===== src/rtl/deflect_torus_router.sv =====
module deflect_torus_router #(
  parameter int K    = 4,
  parameter int MY_X = 1,
  parameter int MY_Y = 2,
  parameter int PW   = 8,
  localparam int CW  = (K > 1) ? $clog2(K) : 1
) (
  input  logic          clk,
  input  logic          rst_n,
  input  logic          w_vld,
  input  logic [CW-1:0] w_dx,
  input  logic [CW-1:0] w_dy,
  input  logic [PW-1:0] w_pay,
  input  logic          s_vld,
  input  logic [CW-1:0] s_dx,
  input  logic [CW-1:0] s_dy,
  input  logic [PW-1:0] s_pay,
  input  logic          l_vld,
  input  logic [CW-1:0] l_dx,
  input  logic [CW-1:0] l_dy,
  input  logic [PW-1:0] l_pay,
  output logic          l_rdy,
  output logic          e_vld,
  output logic [CW-1:0] e_dx,
  output logic [CW-1:0] e_dy,
  output logic [PW-1:0] e_pay,
  output logic          n_vld,
  output logic [CW-1:0] n_dx,
  output logic [CW-1:0] n_dy,
  output logic [PW-1:0] n_pay,
  output logic          x_vld,
  output logic [PW-1:0] x_pay
);

  typedef enum logic [1:0] {D_E = 2'd0, D_N = 2'd1, D_L = 2'd2} dir_t;

  localparam logic [CW-1:0] HX = CW'(MY_X);
  localparam logic [CW-1:0] HY = CW'(MY_Y);

  function automatic dir_t pref(input logic [CW-1:0] dx, input logic [CW-1:0] dy);
    if (dx != HX)      return D_E;
    else if (dy != HY) return D_N;
    else               return D_L;
  endfunction

  dir_t w_d, s_d, s_fin, l_d;
  logic clm_e, clm_n, clm_l, l_go;

  assign w_d   = pref(w_dx, w_dy);
  assign s_d   = pref(s_dx, s_dy);
  assign l_d   = pref(l_dx, l_dy);
  assign s_fin = (!w_vld || s_d != w_d) ? s_d : ((w_d != D_E) ? D_E : D_N);

  assign clm_e = (w_vld && w_d == D_E) || (s_vld && s_fin == D_E);
  assign clm_n = (w_vld && w_d == D_N) || (s_vld && s_fin == D_N);
  assign clm_l = (w_vld && w_d == D_L) || (s_vld && s_fin == D_L);

  assign l_rdy = (l_d == D_E) ? !clm_e : (l_d == D_N) ? !clm_n : !clm_l;
  assign l_go  = l_vld && l_rdy;

  logic          ne_v, nn_v, nx_v;
  logic [CW-1:0] ne_x, ne_y, nn_x, nn_y;
  logic [PW-1:0] ne_p, nn_p, nx_p;

  always_comb begin
    ne_v = 1'b0; ne_x = '0; ne_y = '0; ne_p = '0;
    nn_v = 1'b0; nn_x = '0; nn_y = '0; nn_p = '0;
    nx_v = 1'b0; nx_p = '0;
    if (l_go) begin
      case (l_d)
        D_E:     begin ne_v = 1'b1; ne_x = l_dx; ne_y = l_dy; ne_p = l_pay; end
        D_N:     begin nn_v = 1'b1; nn_x = l_dx; nn_y = l_dy; nn_p = l_pay; end
        default: begin nx_v = 1'b1; nx_p = l_pay; end
      endcase
    end
    if (s_vld) begin
      case (s_fin)
        D_E:     begin ne_v = 1'b1; ne_x = s_dx; ne_y = s_dy; ne_p = s_pay; end
        D_N:     begin nn_v = 1'b1; nn_x = s_dx; nn_y = s_dy; nn_p = s_pay; end
        default: begin nx_v = 1'b1; nx_p = s_pay; end
      endcase
    end
    if (w_vld) begin
      case (w_d)
        D_E:     begin ne_v = 1'b1; ne_x = w_dx; ne_y = w_dy; ne_p = w_pay; end
        D_N:     begin nn_v = 1'b1; nn_x = w_dx; nn_y = w_dy; nn_p = w_pay; end
        default: begin nx_v = 1'b1; nx_p = w_pay; end
      endcase
    end
  end

  always_ff @(posedge clk) begin
    if (!rst_n) begin
      e_vld <= 1'b0; n_vld <= 1'b0; x_vld <= 1'b0;
      e_dx <= '0; e_dy <= '0; e_pay <= '0;
      n_dx <= '0; n_dy <= '0; n_pay <= '0;
      x_pay <= '0;
    end else begin
      e_vld <= ne_v; e_dx <= ne_x; e_dy <= ne_y; e_pay <= ne_p;
      n_vld <= nn_v; n_dx <= nn_x; n_dy <= nn_y; n_pay <= nn_p;
      x_vld <= nx_v; x_pay <= nx_p;
    end
  end

  a_r7_conserve: assert property (@(posedge clk) disable iff (!rst_n)
    $past(rst_n) |->
      $countones({e_vld, n_vld, x_vld}) ==
      $countones({$past(w_vld), $past(s_vld), $past(l_vld && l_rdy)}));

  a_r5_west_east: assert property (@(posedge clk) disable iff (!rst_n)
    ($past(rst_n) && $past(w_vld && w_dx != HX)) |-> (e_vld && e_pay == $past(w_pay)));

  a_r10_west_exit: assert property (@(posedge clk) disable iff (!rst_n)
    ($past(rst_n) && $past(w_vld && w_dx == HX && w_dy == HY)) |-> (x_vld && x_pay == $past(w_pay)));

  a_r6_south_defl_north: assert property (@(posedge clk) disable iff (!rst_n)
    ($past(rst_n) && $past(w_vld && s_vld && w_dx != HX && s_dx != HX))
      |-> (n_vld && n_pay == $past(s_pay)));

  a_r8_block_ready: assert property (@(posedge clk) disable iff (!rst_n)
    (w_vld && w_dx != HX && l_dx != HX) |-> !l_rdy);

endmodule


===== config.mk =====
export PLATFORM = sky130hd
export DESIGN_NAME = deflect_torus_router
export DESIGN_NICKNAME = d
export VERILOG_FILES = /design/src/rtl/deflect_torus_router.sv
export SDC_FILE = /design/constraint.sdc
export NUM_CORES = 1
export LEC_CHECK = 0
export ABC_AREA = 0
export BUFFER_PORTS_ARGS = -buffer_cell sky130_fd_sc_hd__buf_2
export CORE_ASPECT_RATIO = 1.4
export CORE_MARGIN = 4
export CORE_UTILIZATION = 25
export DETAILED_ROUTE_END_ITERATION = 10
export GPL_TIMING_DRIVEN = 0
export PLACE_DENSITY = 0.51
export SYNTH_ARGS = -nofsm -noshare
export SYNTH_HDL_FRONTEND = slang
export SYNTH_SLANG_ARGS = --single-unit

===== constraint.sdc =====
create_clock -name clk -period 3.25 [get_ports clk]
set_clock_uncertainty 0.1 [all_clocks]
set_input_delay 0.65 -clock clk [delete_from_list [all_inputs] [get_ports clk]]
set_output_delay 0.65 -clock clk [all_outputs]
set_load 0.005 [all_outputs]

## Word level (Yosys, flattened, before mapping)

Index checks and enable logic that the tools add are counted.

| operators by class | value |
|---|---|
| reduce and logical (&&, ||, !) cells | 22 |
| equality and inequality tests | 12 |
| mux-type cells | 70 |

Operator list:

| kind | count |
|---|---|
| 8-bit two-way mux | 18 |
| 2-bit two-way mux | 31 |
| 1-bit two-way mux | 21 |
| 1-bit logical AND | 7 |
| 2-bit by 1-bit == test with 1-bit output (second input constant) | 3 |
| 2-bit logical NOT | 3 |
| 2-bit by 1-bit inequality test with 1-bit output (second input constant) | 3 |
| 2-bit inequality test (second input constant) | 3 |
| 2-bit OR reduction | 3 |
| 2-bit == test (second input constant) | 2 |
| 1-bit logical NOT | 4 |
| 1-bit logical OR | 4 |
| 2-bit inequality test | 1 |
| 2-bit nonzero test | 1 |

| storage, ports and cells | value |
|---|---|
| output and inout port bits | 36 |
| bits in registers | 35 |

## Depth between registers and ports, before layout

| depth | value |
|---|---|
| depth after elaboration | 18 |
| depth in mapped cells | 6 |
| gate-level depth less buffers | 5 |

## Worst setup path before layout

No wires, ideal clock.

| path | value |
|---|---|
| path type | input-to-output |
| start point | input port w_dy[0] |
| end point | output port l_rdy |
| setup slack | 739 ps |
| data arrival time | 1761 ps |
| stages on the path | 5 |
| cell sequence | and2b_1 -> nor3_4 -> o31a_4 -> buf_6 -> o31ai_1 |

| on the way | value |
|---|---|
| word-level cells in the longest chain between the ends | 12 |
| elaborated cells between the ends (all ways) | 28 |
| those cells by class | 6 x eq/ne; 6 x mux; 16 x reduce/logical |

Ends and longest elaborated chain:

| item | line | source |
|---|---|---|
| start, declared | 12 | `input logic [CW-1:0] w_dy,` |
| 2-bit inequality test * | 42 | `else if (dy != HY) return D_N;` |
| 2-bit two-way mux * | 42 |  |
| 2-bit two-way mux * | 41 | `if (dx != HX) return D_E;` |
| 2-bit nonzero test / 2-bit inequality test (equally long branches) | 52 | `assign s_fin = (!w_vld \|\| s_d != w_d) ? s_d : ((w_d != D_E) ? D_E : D_N);` |
| 1-bit two-way mux / 1-bit logical OR (equally long branches) | 52 |  |
| 2-bit two-way mux | 52 |  |
| 2-bit == test / 2-bit by 1-bit == test with 1-bit output (equally long branches) | 56, 55 |  |
| 1-bit logical AND, on equally long branches | 56, 55 |  |
| 1-bit logical OR, on equally long branches | 56, 55 |  |
| 1-bit logical NOT | 58 | `assign l_rdy = (l_d == D_E) ? !clm_e : (l_d == D_N) ? !clm_n : !clm_l;` |
| 1-bit two-way mux | 58 |  |
| 1-bit two-way mux * | 58 |  |
| end, declared | 22 | `output logic l_rdy,` |

Every way passes the cells marked *; elsewhere a longest branch is shown, timed or not.

## Worst setup path after layout

Same ends and word-level chain as after synthesis.

==> out/qor.yml <==
hold_depth: 3
cts_resized: 0
grtUsageMet2_pct: 26.23
synth.yosys.warnings: 0
hold_buffers: 0
viasPerCell: 5.194
finalNetCount: 346
antenna_cells: 0
cp-start-kind: "input port"
yosysSeqAreaShare_pct: 36.04
syn_area_sq_um: 1944
setup_violations: 0
cts_buffers: 5
grt_pass1_wl_mm: 10.53
dp_slack_ns: 0.3015
ys_types: 51
wl_per_cell_um: 17.05
placed_area_sq_um: 2446
ys_ff_latch: 35
vias: 2093
synth_top_area_share_pct: 36.04
max-slew-margin-rel_pct: 51.31
gr-max-usage-layer: "met2"
drt_wl_total_mm: 6.871
required_ns: 2.50
critPathMaxFanout: 10
fin_area_sq_um: 2535
whs_ns: 0.4986
first_pass_iters: 4
layout_commonest_cell: "buf_2"
cts_root_buf: "clkbuf_8"
drc: 0
rsz0062_at_grt: "no"
drt_iter0_drc: 128
synth_edf_count: 0
hpwl_mm: 5.141
postCtsSetupRepairBufs: 0
gp_congestion: 0.8482
fp.dieH_um: 112.4
tns_ns: 0
synthCells: 222
clock.fmax_mhz: 332.4
grt_antenna_before_repair: 0
worstHoldPathType: "input port to register"
maxCapViolCount: 0
seqCellArea_sq_um: 700.7
htreeDepth: 2
syn-num-nets: 263
clkTransAtPathRegs_ns: 0.08
cts_sinks: 35
grt_usage_pct: 15.07
final_cell_mix: "buf_2, nand2_1, dfxtp_1, nor2_1, a221oi_1"
leakage_nw: 1.052
final_core_util_pct: 34.01
yosys.area.top_type: "dfxtp_1"
multi_input_area_sq_um: 1182
hold_end: "n_pay[7]"
power.density_nw_per_um2: 393.3
synth_top_flop_cell: "dfxtp_1"
period_needed_ns: 3.008
final-instance-count-excl-fill: 403
final_antenna_net_count: 0
critPathCaptureType: "output port"
fin_crit_sh_pct: 92.56
power_mw: 0.9969
setup_slack_ns: 0.2417
use_met3_pct: 2.648
outcome: "completed"
initial_utilization_pct: 26.09
cts_tree: "yes"
core_area_sq_um: 7453
met1_usage_pct: 17.53
critical_path_arrival_ns: 2.26
die-area_sq_um: 9273
drive_gt1_share_pct: 36.27
finalHoldViolCount: 0
die_x_um: 82.54
area_growth_pct: 30.37
fillers: 800
grt_pass1_vias: 2101
io_buffers: 76
avgSynthCellArea_sq_um: 8.758
worstMarginPinSlew_ns: 0.7276
drv_slew: 0
grt_max_degree: 13
rows: 37
dpl.cell_count: 395
path_class: "input port to output port"
synth_area_leaders: "dfxtp_1, a221oi_1, nand2_1"
io_pins: 77
min-delay-start: "w_pay[7]"
async_flop_share_pct: 0
clockBufferDepth: 2
grt_overflow: 0
peakVddDrop_mv: 0.1469
cell usage after synthesis, types with 2 or more instances:
master and instances:
dfxtp_1 35, nand2_1 35, nor2_1 32, a221oi_1 16
a21oi_1 11, nor3_1 11, o21ai_0 10, a41oi_2 8
clkbuf_1 5, a211oi_1 3, inv_1 3, nand2b_1 3
nand3_1 3, nor2b_1 3, nor4_4 3, a31oi_1 2
and3_1 2, buf_6 2, o211a_1 2, o21ai_1 2
state kept, by name, summed over array words and instances, names as in the netlist, 2 cells and up:
| register | cells |
|---|---|
| n_dx | 2 |
| e_dx | 2 |
| n_dy | 2 |
| e_dy | 2 |
| n_pay | 8 |
| e_pay | 8 |
| x_pay | 8 |
layout make-up:
| type | instances | area share, % |
|---|---|---|
| Clock inverter | 3 | 0.7897 |
| Inverter | 4 | 0.5923 |
| Buffer | 8 | 1.826 |
| Timing Repair Buffer | 76 | 15.00 |
| Sequential cell | 35 | 27.64 |
| Multi-Input combinational cell | 175 | 46.64 |
| Tap cell | 97 | 4.788 |
| Clock buffer | 5 | 2.715 |
worst max-delay path: stages:
cell and delay [ns]:
buf_2 0.14, and2b_1 0.33, nor3_4 0.09, o31a_4 0.39, buf_6 0.16, o31ai_1 0.31, buf_2 0.18
cell families (layout without fill, tap and decap cells):
logic type	Yosys count	in the layout	share of synthesized area (%)
AND/OR/NAND/NOR	108	108	30.63
AO/OA/AOI/OAI	65	65	29.22
flip-flops	35	35	36.04
buffers and inverters	12	96	3.153
XOR/XNOR	1	1	0.4505
multiplexers	1	1	0.5148
report_power, final:
| group | switching (mW) | internal, mW | total [mW] |
|---|---|---|---|
| registers | 0.00496 | 0.454 | 0.459 |
| logic | 0.129 | 0.0887 | 0.217 |
| clock network | 0.171 | 0.149 | 0.321 |
worst max-delay path by stage:
| stage | end | from |
|---|---|---|
| 2_1_floorplan | l_rdy | w_dy[0] |
| 3_3_place_gp | l_rdy | w_dy[0] |
| 3_5_place_dp | l_rdy | w_dy[0] |
| 4_1_cts | l_rdy | w_dy[0] |
| 5_1_grt | l_rdy | w_dy[0] |
| 6_report | l_rdy | w_dy[0] |
per-layer routing:
layer  share of wire (%)  vias to the layer above  routed length (um)
met4                 2.2                        0                 149
li1                    -                     1000                   -
met5                   0                        -                   0
met3                 6.8                        9                 468
met1                  40                     1005                2769
met2                  51                       79                3484
No activity file was read; power rests on OpenSTA's default activity.
